==> src/rtl/prbs_err_tally.sv <==
module prbs_err_tally #(
   parameter int LANE_W  = 8,
   parameter int CNT_W   = 3,
   parameter int SPLIT_W = 4,
   parameter int LIMIT   = 3
) (
   input  logic               clk,
   input  logic               rst,
   input  logic [LANE_W-1:0]  mism,
   input  logic [LANE_W-1:0]  expd,
   output logic [SPLIT_W-1:0] ones_cnt,
   output logic [SPLIT_W-1:0] zeros_cnt,
   output logic [CNT_W-1:0]   total,
   output logic               over
);

   localparam int SUM_W   = SPLIT_W + 1;
   localparam int CNT_MAX = (1 << CNT_W) - 1;

   initial begin
      assert ((1 << SPLIT_W) > LANE_W) else $fatal(1, "split count too narrow");
      assert (LIMIT < LANE_W) else $fatal(1, "relock limit unreachable");
   end

   logic [SPLIT_W-1:0] ones_c, zeros_c;
   logic [SUM_W-1:0]   sum_c;
   logic [CNT_W-1:0]   tot_c;
   logic               over_c;

   always_comb begin
      ones_c  = '0;
      zeros_c = '0;
      for (int i = 0; i < LANE_W; i++) begin
         ones_c  = ones_c  + SPLIT_W'(mism[i] &  expd[i]);
         zeros_c = zeros_c + SPLIT_W'(mism[i] & ~expd[i]);
      end
      sum_c  = SUM_W'(ones_c) + SUM_W'(zeros_c);
      over_c = sum_c > SUM_W'(LIMIT);
   end

   generate
      if (CNT_MAX >= LANE_W) begin : g_fits
         assign tot_c = CNT_W'(sum_c);
      end else begin : g_saturate
         assign tot_c = (sum_c > SUM_W'(CNT_MAX)) ? CNT_W'(CNT_MAX) : CNT_W'(sum_c);
      end
   endgenerate

   always_ff @(posedge clk) begin
      if (rst) begin
         ones_cnt  <= '0;
         zeros_cnt <= '0;
         total     <= '0;
         over      <= 1'b0;
      end else begin
         ones_cnt  <= ones_c;
         zeros_cnt <= zeros_c;
         total     <= tot_c;
         over      <= over_c;
      end
   end

   // total never exceeds the split sum, and saturates
   a_r5_total_within_split: assert property (@(posedge clk) disable iff (rst)
      SUM_W'(total) <= SUM_W'(ones_cnt) + SUM_W'(zeros_cnt));
   a_r5_total_saturates: assert property (@(posedge clk) disable iff (rst)
      (SUM_W'(ones_cnt) + SUM_W'(zeros_cnt) >= SUM_W'(CNT_MAX)) |-> total == CNT_W'(CNT_MAX));

   // relock flag agrees with the reported error counts
   a_r6_flag_needs_errors: assert property (@(posedge clk) disable iff (rst)
      over |-> (SUM_W'(ones_cnt) + SUM_W'(zeros_cnt) > SUM_W'(LIMIT)));
   a_r6_errors_raise_flag: assert property (@(posedge clk) disable iff (rst)
      (SUM_W'(ones_cnt) + SUM_W'(zeros_cnt) > SUM_W'(LIMIT)) |-> over);

endmodule

==> config.mk <==
export PLATFORM = sky130hd
export DESIGN_NAME = prbs_err_tally
export DESIGN_NICKNAME = d
export VERILOG_FILES = /design/src/rtl/prbs_err_tally.sv
export SDC_FILE = /design/constraint.sdc
export NUM_CORES = 1
export LEC_CHECK = 0
export CAP_MARGIN = 10
export CORE_MARGIN = 10
export CORE_UTILIZATION = 49
export DETAILED_ROUTE_END_ITERATION = 10
export MAX_ROUTING_LAYER = met4
export PLACE_DENSITY = 0.95
export SYNTH_ARGS = -nofsm -noshare
export SYNTH_HDL_FRONTEND = slang
export SYNTH_SLANG_ARGS = --single-unit
==> constraint.sdc <==
create_clock -name clk -period 11.6 [get_ports clk]
set_clock_uncertainty 0.15 [all_clocks]
set_input_delay 1.74 -clock clk [delete_from_list [all_inputs] [get_ports clk]]
set_output_delay 1.74 -clock clk [all_outputs]
set_load 0.005 [all_outputs]
Word-level counts from Yosys, hierarchy flattened
Index checks and enable logic that the tools add are counted.

storage, ports and cells
  register bits = 12
  output and inout port bits = 12

operators by class
  $lt $le $gt $ge = 2
  bitwise operators = 24
  add/sub/neg operators = 15
  muxes and demuxes = 1

operators by type and width
  kind                  number
  $and A1 B4 Y4         8
  $not A1 Y4            8
  $add A4 B4 Y4         7
  $add A4 B1 Y4         4
  $and A1 B1 Y1         8
  $add A4 B4 Y5         1
  $gt A5 B2 Y1 const B  1
  $gt A5 B3 Y1 const B  1
  $add A3 B1 Y4         1
  $add A2 B1 Y3         1
  $mux W3               1
  $add A1 B1 Y2         1

Depth between registers and ports, before layout
Gate-level depths: netlist of run 1.

  word-level depth = 12
  gate-level depth with buffers = 16

Least setup slack after synthesis of run 1
Ideal clock, no wire load.

  path kind = input -> register
  start = input port mism[0]
  end = register over
  setup time = 133 ps
  required time = 11317 ps
  path buffers = 0
  cell stages on the path = 14
  path slack = 6053 ps
  data arrival time = 5264 ps
  cell sequence = and2_1 -> fa_1 -> inv_1 -> fa_1 -> inv_1 -> fa_1 -> ha_1 -> inv_1 -> fa_1 -> fa_1 -> xor2_1 -> nand2_1 -> a311oi_1 -> a311oi_1

between the ends
  word-level cells in the longest chain between the ends = 10
  elaborated cells between the ends (all ways) = 18

ends and longest elaborated chain
  item                                                          RTL line  text
  start, declared                                               9         input logic [LANE_W-1:0] mism,
  $and A1 B4 Y4 or $and A1 B1 Y1 (tied branches)                35, 34
  $add A4 B4 Y4 or $add A1 B1 Y2 (tied branches)                35, 34
  $add A4 B4 Y4 or $add A2 B1 Y3 (tied branches)                35, 34
  $add A4 B4 Y4 or $add A3 B1 Y4 (tied branches)                35, 34
  $add A4 B4 Y4 or $add A4 B1 Y4 (tied branches) (4 in series)  35, 34
  $add A4 B4 Y5 *                                               37        sum_c = SUM_W'(ones_c) + SUM_W'(zeros_c);
  $gt A5 B2 Y1 *                                                38        over_c = sum_c > SUM_W'(LIMIT);
  end signal, assigned                                          59        over <= over_c;
  end, declared                                                 14        output logic over

Mark *: on every way between the ends. The rest lies on a longest branch, timed or not.
A chain may end at the register's enable or synchronous reset.

Worst setup path after layout of run 1
  start = input port mism[0]
  end = register total[0]

between the ends
  word-level cells in the longest chain between the ends = 11
  elaborated cells between the ends (all ways) = 19

ends and longest elaborated chain
  item                         RTL line  text
  $and A1 B1 Y1                34        ones_c = ones_c + SPLIT_W'(mism[i] & expd[i]);
  $add A1 B1 Y2                34
  $add A2 B1 Y3                34
  $add A3 B1 Y4                34
  $add A4 B1 Y4 (4 in series)  34
  via ones_c[2]                25        logic [SPLIT_W-1:0] ones_c, zeros_c;
  $add A4 B4 Y5                37
  $gt A5 B3 Y1                 45        assign tot_c = (sum_c > SUM_W'(CNT_MAX)) ? CNT_W'(CNT_MAX) : CNT_W'(sum_c);
  $mux W3                      45
  end signal, assigned         58        total <= tot_c;
  end, declared                13        output logic [CNT_W-1:0] total,

The timed path passes the listed nets, and every way through them passes these cells.

==> results of run 1 <==
## report_power, final
part,internal (mW),switching [mW]
Combinational,0.0613,0.0573
Clock,0.0191,0.0132
Sequential,0.0515,0.00317
Total,0.132,0.0737
## synthesized netlist by cell type
| cell | count |
|---|---|
| nor4bb_1 | 1 |
| xnor2_1 | 1 |
| a311oi_1 | 7 |
| and3_1 | 1 |
| a31o_1 | 1 |
| nand2_1 | 4 |
| nand2b_1 | 5 |
| a21o_1 | 1 |
| nor2_1 | 5 |
| inv_1 | 16 |
| nor2b_1 | 10 |
| ha_1 | 10 |
| and2_1 | 6 |
| fa_1 | 9 |
| xor2_2 | 1 |
| a21oi_1 | 2 |
| xor2_1 | 1 |
| xnor2_2 | 1 |
| or3_1 | 1 |
| nor2b_2 | 1 |
| dfxtp_1 | 12 |
| clkbuf_1 | 1 |
| nor4b_1 | 1 |
## cell families (layout without fill, tap and decap cells)
| group | after synthesis | in the layout |
|---|---|---|
| fa+ha+maj | 19 | 19 |
| compound gates | 11 | 11 |
| flops | 12 | 12 |
| buf+inv | 17 | 49 |
| xor+xnor | 4 | 4 |
| simple gates | 35 | 35 |
## routing by layer
| metal | GRT usage | up-vias | wire length [um] |
|---|---|---|---|
| li1 | - | 388 | - |
| met4 | 0.04918 | 0 | 38 |
| met2 | 0.2102 | 49 | 1259 |
| met5 | - | - | 0 |
| met1 | 0.1241 | 379 | 821 |
| met3 | 0.02962 | 6 | 191 |
## through the flow
stage / area [um2] / utilization / std cells / total power [mW] / setup WS, ps
after detailed placement: 1270 / 0.7123 / 151 / 0.1710 / 5416
after CTS: 1306 / 0.7326 / 155 / 0.2053 / 5676
final: 1306 / 0.7326 / 155 / 0.2055 / 5672
after global routing: 1306 / 0.7326 / 155 / 0.2234 / 5436
after floorplan: 952.2 / - / 98 / 0.1272 / 6053
after global placement: 1270 / 0.7123 / 151 / 0.1646 / 5538
## worst paths after layout
kind	start	slack [ps]	end
worst max-delay path	mism[0]	5670	total[0]
worst min-delay path	rst	2160	zeros_cnt[2]
## layout make-up
| cell class | count | area (um2) |
|---|---|---|
| flip-flops and latches | 12 | 240.2 |
| well taps | 25 | 31.28 |
| repair buffers | 29 | 290.3 |
| fillers | 122 | 476.7 |
| clock buffers | 4 | 36.28 |
| inverters | 16 | 60.06 |
| multi-input cells | 69 | 648.1 |
## sequential cells by signal, indices dropped and copies added, names as in the netlist
signal and flops:
zeros_cnt 4, total 3, ones_cnt 4, over 1
==> results.yml, run 1 <==
floorplan:
  total_die_area_um2: 4106
  floorplan.die.height_um: 64.08
  rows: 15
  io-pin-count: 30
  floorplan.die.width_um: 64.08
  floorplan_core_area_um2: 1783
  floorplan.initialDensity: 0.5340
grt:
  grt_start_max_net_pins: 13
  grt_antenna_before_repair: 0
  grt.overflow.total: 0
  first_pass_grt_wire_length_mm: 3.898
  grt_pass1_vias: 844
  grt_use_total: 0.1196
synth:
  synthDistinctLibCells: 23
  synth_simple_gate_area_frac: 0.2155
  share_of_synthesized_area_spent_on_multiplexers: 0
  area_share_of_the_largest_cell_type_after_synthesis: 0.2523
  synthesis.yosys.warnings: 0
  synthesis.nets: 135
  synth_fa_ha_area_frac: 0.3206
  synth_compound_gate_area_share: 0.09198
  synth_cells: 98
  main_combinational_cell_family_by_area_after_synthesis: "adder cells"
  syn_avg_cell_area_um2: 9.716
  yosysTopAreaCell: "dfxtp_1"
  flops_latches_synth: 12
  synth-seq-area-share: 0.2523
  mappedNetlistArea_um2: 952.2
  synth_top_cells_by_area: "dfxtp_1 (25%), fa_1 (19%), ha_1 (13%), nor2b_1 (6.6%), a311oi_1 (6.4%)"
  synth-xor-area-share: 0.05256
timing:
  setup_viol: 0
  final.period_utilization: 0.5110
  report.final.hold_viol_count: 0
  max_freq_mhz: 168.7
  worst_slew_margin_rel: 0.7064
  whs_ps: 2162
  tightestPinTransition_ps: 439.0
  grt_setup_unrepaired: "false"
  fin_crit_ps: 5928
  fin_setup_tns_ps: 0
  slew_viol_final: 0
layout:
  area_delta_synth_final_pct: 37.19
  final_layout_size_suffix_gt1_frac: 0.05385
  layout_commonest_cell: "clkdlybuf4s50_1"
  layout_common_cells: "clkdlybuf4s50_1 (29), inv_1 (16), dfxtp_1 (12)"
  final_nets: 168
  diodes_inserted: 0
clocking:
  clock_sink_count: 12
  cts_buffers: 3
  clock_tree_from_tritoncts: "yes"
  cts_repair_resize_count: 0
  holdBufCountCts: 0
  cts_root_buf: "clkbuf_4"
  path_clk_slew_ps: 70
  max-clock-path-buffers: 2
  postCtsSetupBuffers: 0
  h-tree-depth: 1
power_and_ir_drop:
  pwr_density_cell_nw_per_um2: 157.3
  power.leakage_nw: 0.5900
  power.ir.vdd_worst_v: 0.00009400
critical_path:
  crit_required_ps: 11610
  worst-path-stages: 15
  worstPathCellList: "clkdlybuf4s50_1, and2_1, fa_1, inv_1, fa_1, inv_1, fa_1, ha_1, inv_1, fa_1, xnor2_2, ha_1, a21o_1, a31o_1, a311oi_1"
  crit_path_max_fanout: 4
  crit_path_end_kind: "register"
  cp-start-kind: "input pin"
  worst_ep_arrival_time_ps: 5940
  timing.critical_path.mode_cell: "fa_1"
  path_buf_inv: 4
  worst-setup-path-type: "input pin to register"
  critical-path-max-stage-delay_ps: 540
  crit_path_top_delay_cell: "fa_1"
  cpLargestDelayFamily: "adder cells"
route:
  drc_errors: 0
  drtAntennaViolNets: 0
  detail_route.wirelength_mm: 2.310
  number_of_drc_markers_in_iteration_0: 40
  viasPerCell: 5.303
  drt_pass_1_iters: 4
  route.vias.total: 822
  wl_per_cell_um: 14.90
place:
  port_buffers: 29
  gp_congestion: 0.8658
  place_hpwl_mm: 1.893
outcome:
  run_status: "complete, no violations"
hold_path:
  worstHoldPathType: "input pin to register"
  min_delay_path_depth: 2
flow_run:
  max-cap-violations: 0
(Power assumes the default switching activity.)
==> run 2, diff against run 1 <==
- CORE_UTILIZATION: 49 -> 45
- PLACE_DENSITY: 0.95 -> 0.89
- clock period: 11.6 -> 5.7 ns (I/O delays scaled with it)
==> run 2 against run 1 <==
  * Die area increased by 6.1%
  * Via count decreased by 6.9%
  * Non-clock buffer count unchanged
  * Routed wire length is 19% lower
  * Final cell count increased by 0.65%
  * Clock-buffer cell count shrank 1
  * Critical path depth unchanged
  * Power is 90% higher
  * Flip-flop and latch count did not move
  * Global-route usage shrank 2.9 points
  * Design area shrank 0.86%
  * Core utilization down 7.9 points
==> results.yml, run 2 (synthesis results as in run 1) <==
outcome:
  run_status: "complete, no violations"
timing:
  setup_viol: 0
  final.period_utilization: 0.8705
  slew_viol_final: 0
  fin_crit_ps: 4962
  max_freq_mhz: 201.5
  tightestPinTransition_ps: 409.2
  worst_slew_margin_rel: 0.7252
  report.final.hold_viol_count: 0
  fin_setup_tns_ps: 0
  grt_setup_unrepaired: "false"
power_and_ir_drop:
  power.ir.vdd_worst_v: 0.0001572
  power.leakage_nw: 0.5829
  power.total_mw: 0.3894
  pwr_density_cell_nw_per_um2: 300.7
floorplan:
  floorplan.initialDensity: 0.4804
  floorplan.die.width_um: 66
  floorplan_core_area_um2: 1982
  rows: 16
  floorplan.die.height_um: 66
  total_die_area_um2: 4356
  io-pin-count: 30
route:
  viasPerCell: 4.904
  drtAntennaViolNets: 0
  route.vias.total: 765
  drc_errors: 0
  number_of_drc_markers_in_iteration_0: 10
  detail_route.wirelength_mm: 1.870
  drt_pass_1_iters: 4
  wl_per_cell_um: 11.99
hold_path:
  worstHoldPathType: "input pin to register"
critical_path:
  cp-start-kind: "input pin"
  cpLargestDelayFamily: "adder cells"
  critical-path-max-stage-delay_ps: 530
  crit_required_ps: 5690
  crit_path_end_kind: "register"
  worst-setup-path-type: "input pin to register"
  worstPathCellList: "clkdlybuf4s50_1, and2_1, fa_1, inv_1, fa_1, inv_1, fa_1, ha_1, inv_1, fa_1, fa_1, xor2_1, nand2_1, a311oi_1, a311oi_1"
  worst_ep_arrival_time_ps: 4950
  crit_path_top_delay_cell: "fa_1"
  path_buf_inv: 4
  crit_path_max_fanout: 3
  timing.critical_path.mode_cell: "fa_1"
grt:
  grt_start_max_net_pins: 13
  global_route.usage.met1: 0.07364
  grt_pass1_vias: 793
  use_met3: 0.02542
  first_pass_grt_wire_length_mm: 3.022
  grt.busiest_layer: "met2"
  grt.overflow.total: 0
  grt_use_total: 0.09040
  grt_antenna_before_repair: 0
  globalRouteMet2Util: 0.1643
layout:
  seq_area_um2: 240.2
  fillerInstances: 158
  final_layout_size_suffix_gt1_frac: 0.04651
  post_layout_nonfiller_instances: 156
  largest_regs: "ones_cnt x4, zeros_cnt x4, total x3"
  layout_common_cells: "clkdlybuf4s50_1 (29), inv_1 (16), dfxtp_1 (12)"
  diodes_inserted: 0
  area_delta_synth_final_pct: 36.01
  layout_commonest_cell: "clkdlybuf4s50_1"
  final_nets: 168
  finish.utilization: 0.6534
  area_used_by_multi_input_combinational_logic_um2: 648.1
clocking:
  path_clk_slew_ps: 60
  clock_tree_from_tritoncts: "yes"
  cts_buffers: 3
  cts_repair_resize_count: 0
  postCtsSetupBuffers: 0
  h-tree-depth: 1
  clock_sink_count: 12
  max-clock-path-buffers: 2
  holdBufCountCts: 0
  cts_root_buf: "clkbuf_4"
place:
  placed_cells: 153
  gp_congestion: 0.8865
  place_hpwl_mm: 1.733
  port_buffers: 29
flow_run:
  max-cap-violations: 0
[run 2: cell count changes in the layout (fill, tap and decap cells not counted)]
| cell | previous run | this run |
|---|---|---|
| clkbuf_8 | 1 | 0 |
[run 2: layout make-up]
| type | count | area share |
|---|---|---|
| sequential | 12 | 0.1855 |
| multi-input combinational | 69 | 0.5005 |
| clock buffer | 3 | 0.01739 |
| tap | 27 | 0.02609 |
| inverter | 16 | 0.04638 |
| timing repair buffer | 29 | 0.2242 |
[run 2: through the flow]
step	hold WS (ps)	setup WS, ps	cell area, um2
2_1_floorplan	776.6	1038	952.2
3_3_place_gp	1416	533.3	1272
3_5_place_dp	1415	432.5	1272
4_1_cts	1217	735.1	1295
5_1_grt	1293	490.1	1295
6_report	1219	738.0	1295
[run 2: final timing paths]
path | startpoint | endpoint | slack [ps] | depth (start not counted)
max | mism[0] | over | 740 | 15
min | rst | zeros_cnt[1] | 1220 | 2
[run 2: metal layers]
metal / up-vias / share of wire
met2: 33 / 0.49
met4: 0 / 0.031
li1: 388 / -
met1: 339 / 0.37
met3: 5 / 0.10
met5: - / 0
[run 2: power breakdown]
group	leakage, nW	internal (mW)	total (mW)	switching (mW)
sequential	0.0991	0.105	0.109	0.00412
combinational	0.470	0.125	0.233	0.108
clock	0.0138	0.0244	0.0475	0.0231
total	0.583	0.254	0.389	0.136
==> run 3, diff against run 2 <==
- SKIP_CTS_REPAIR_TIMING: default -> 1
==> results of run 3 <==
Same layout as run 2: the final DEF is identical, and so are final timing and power.
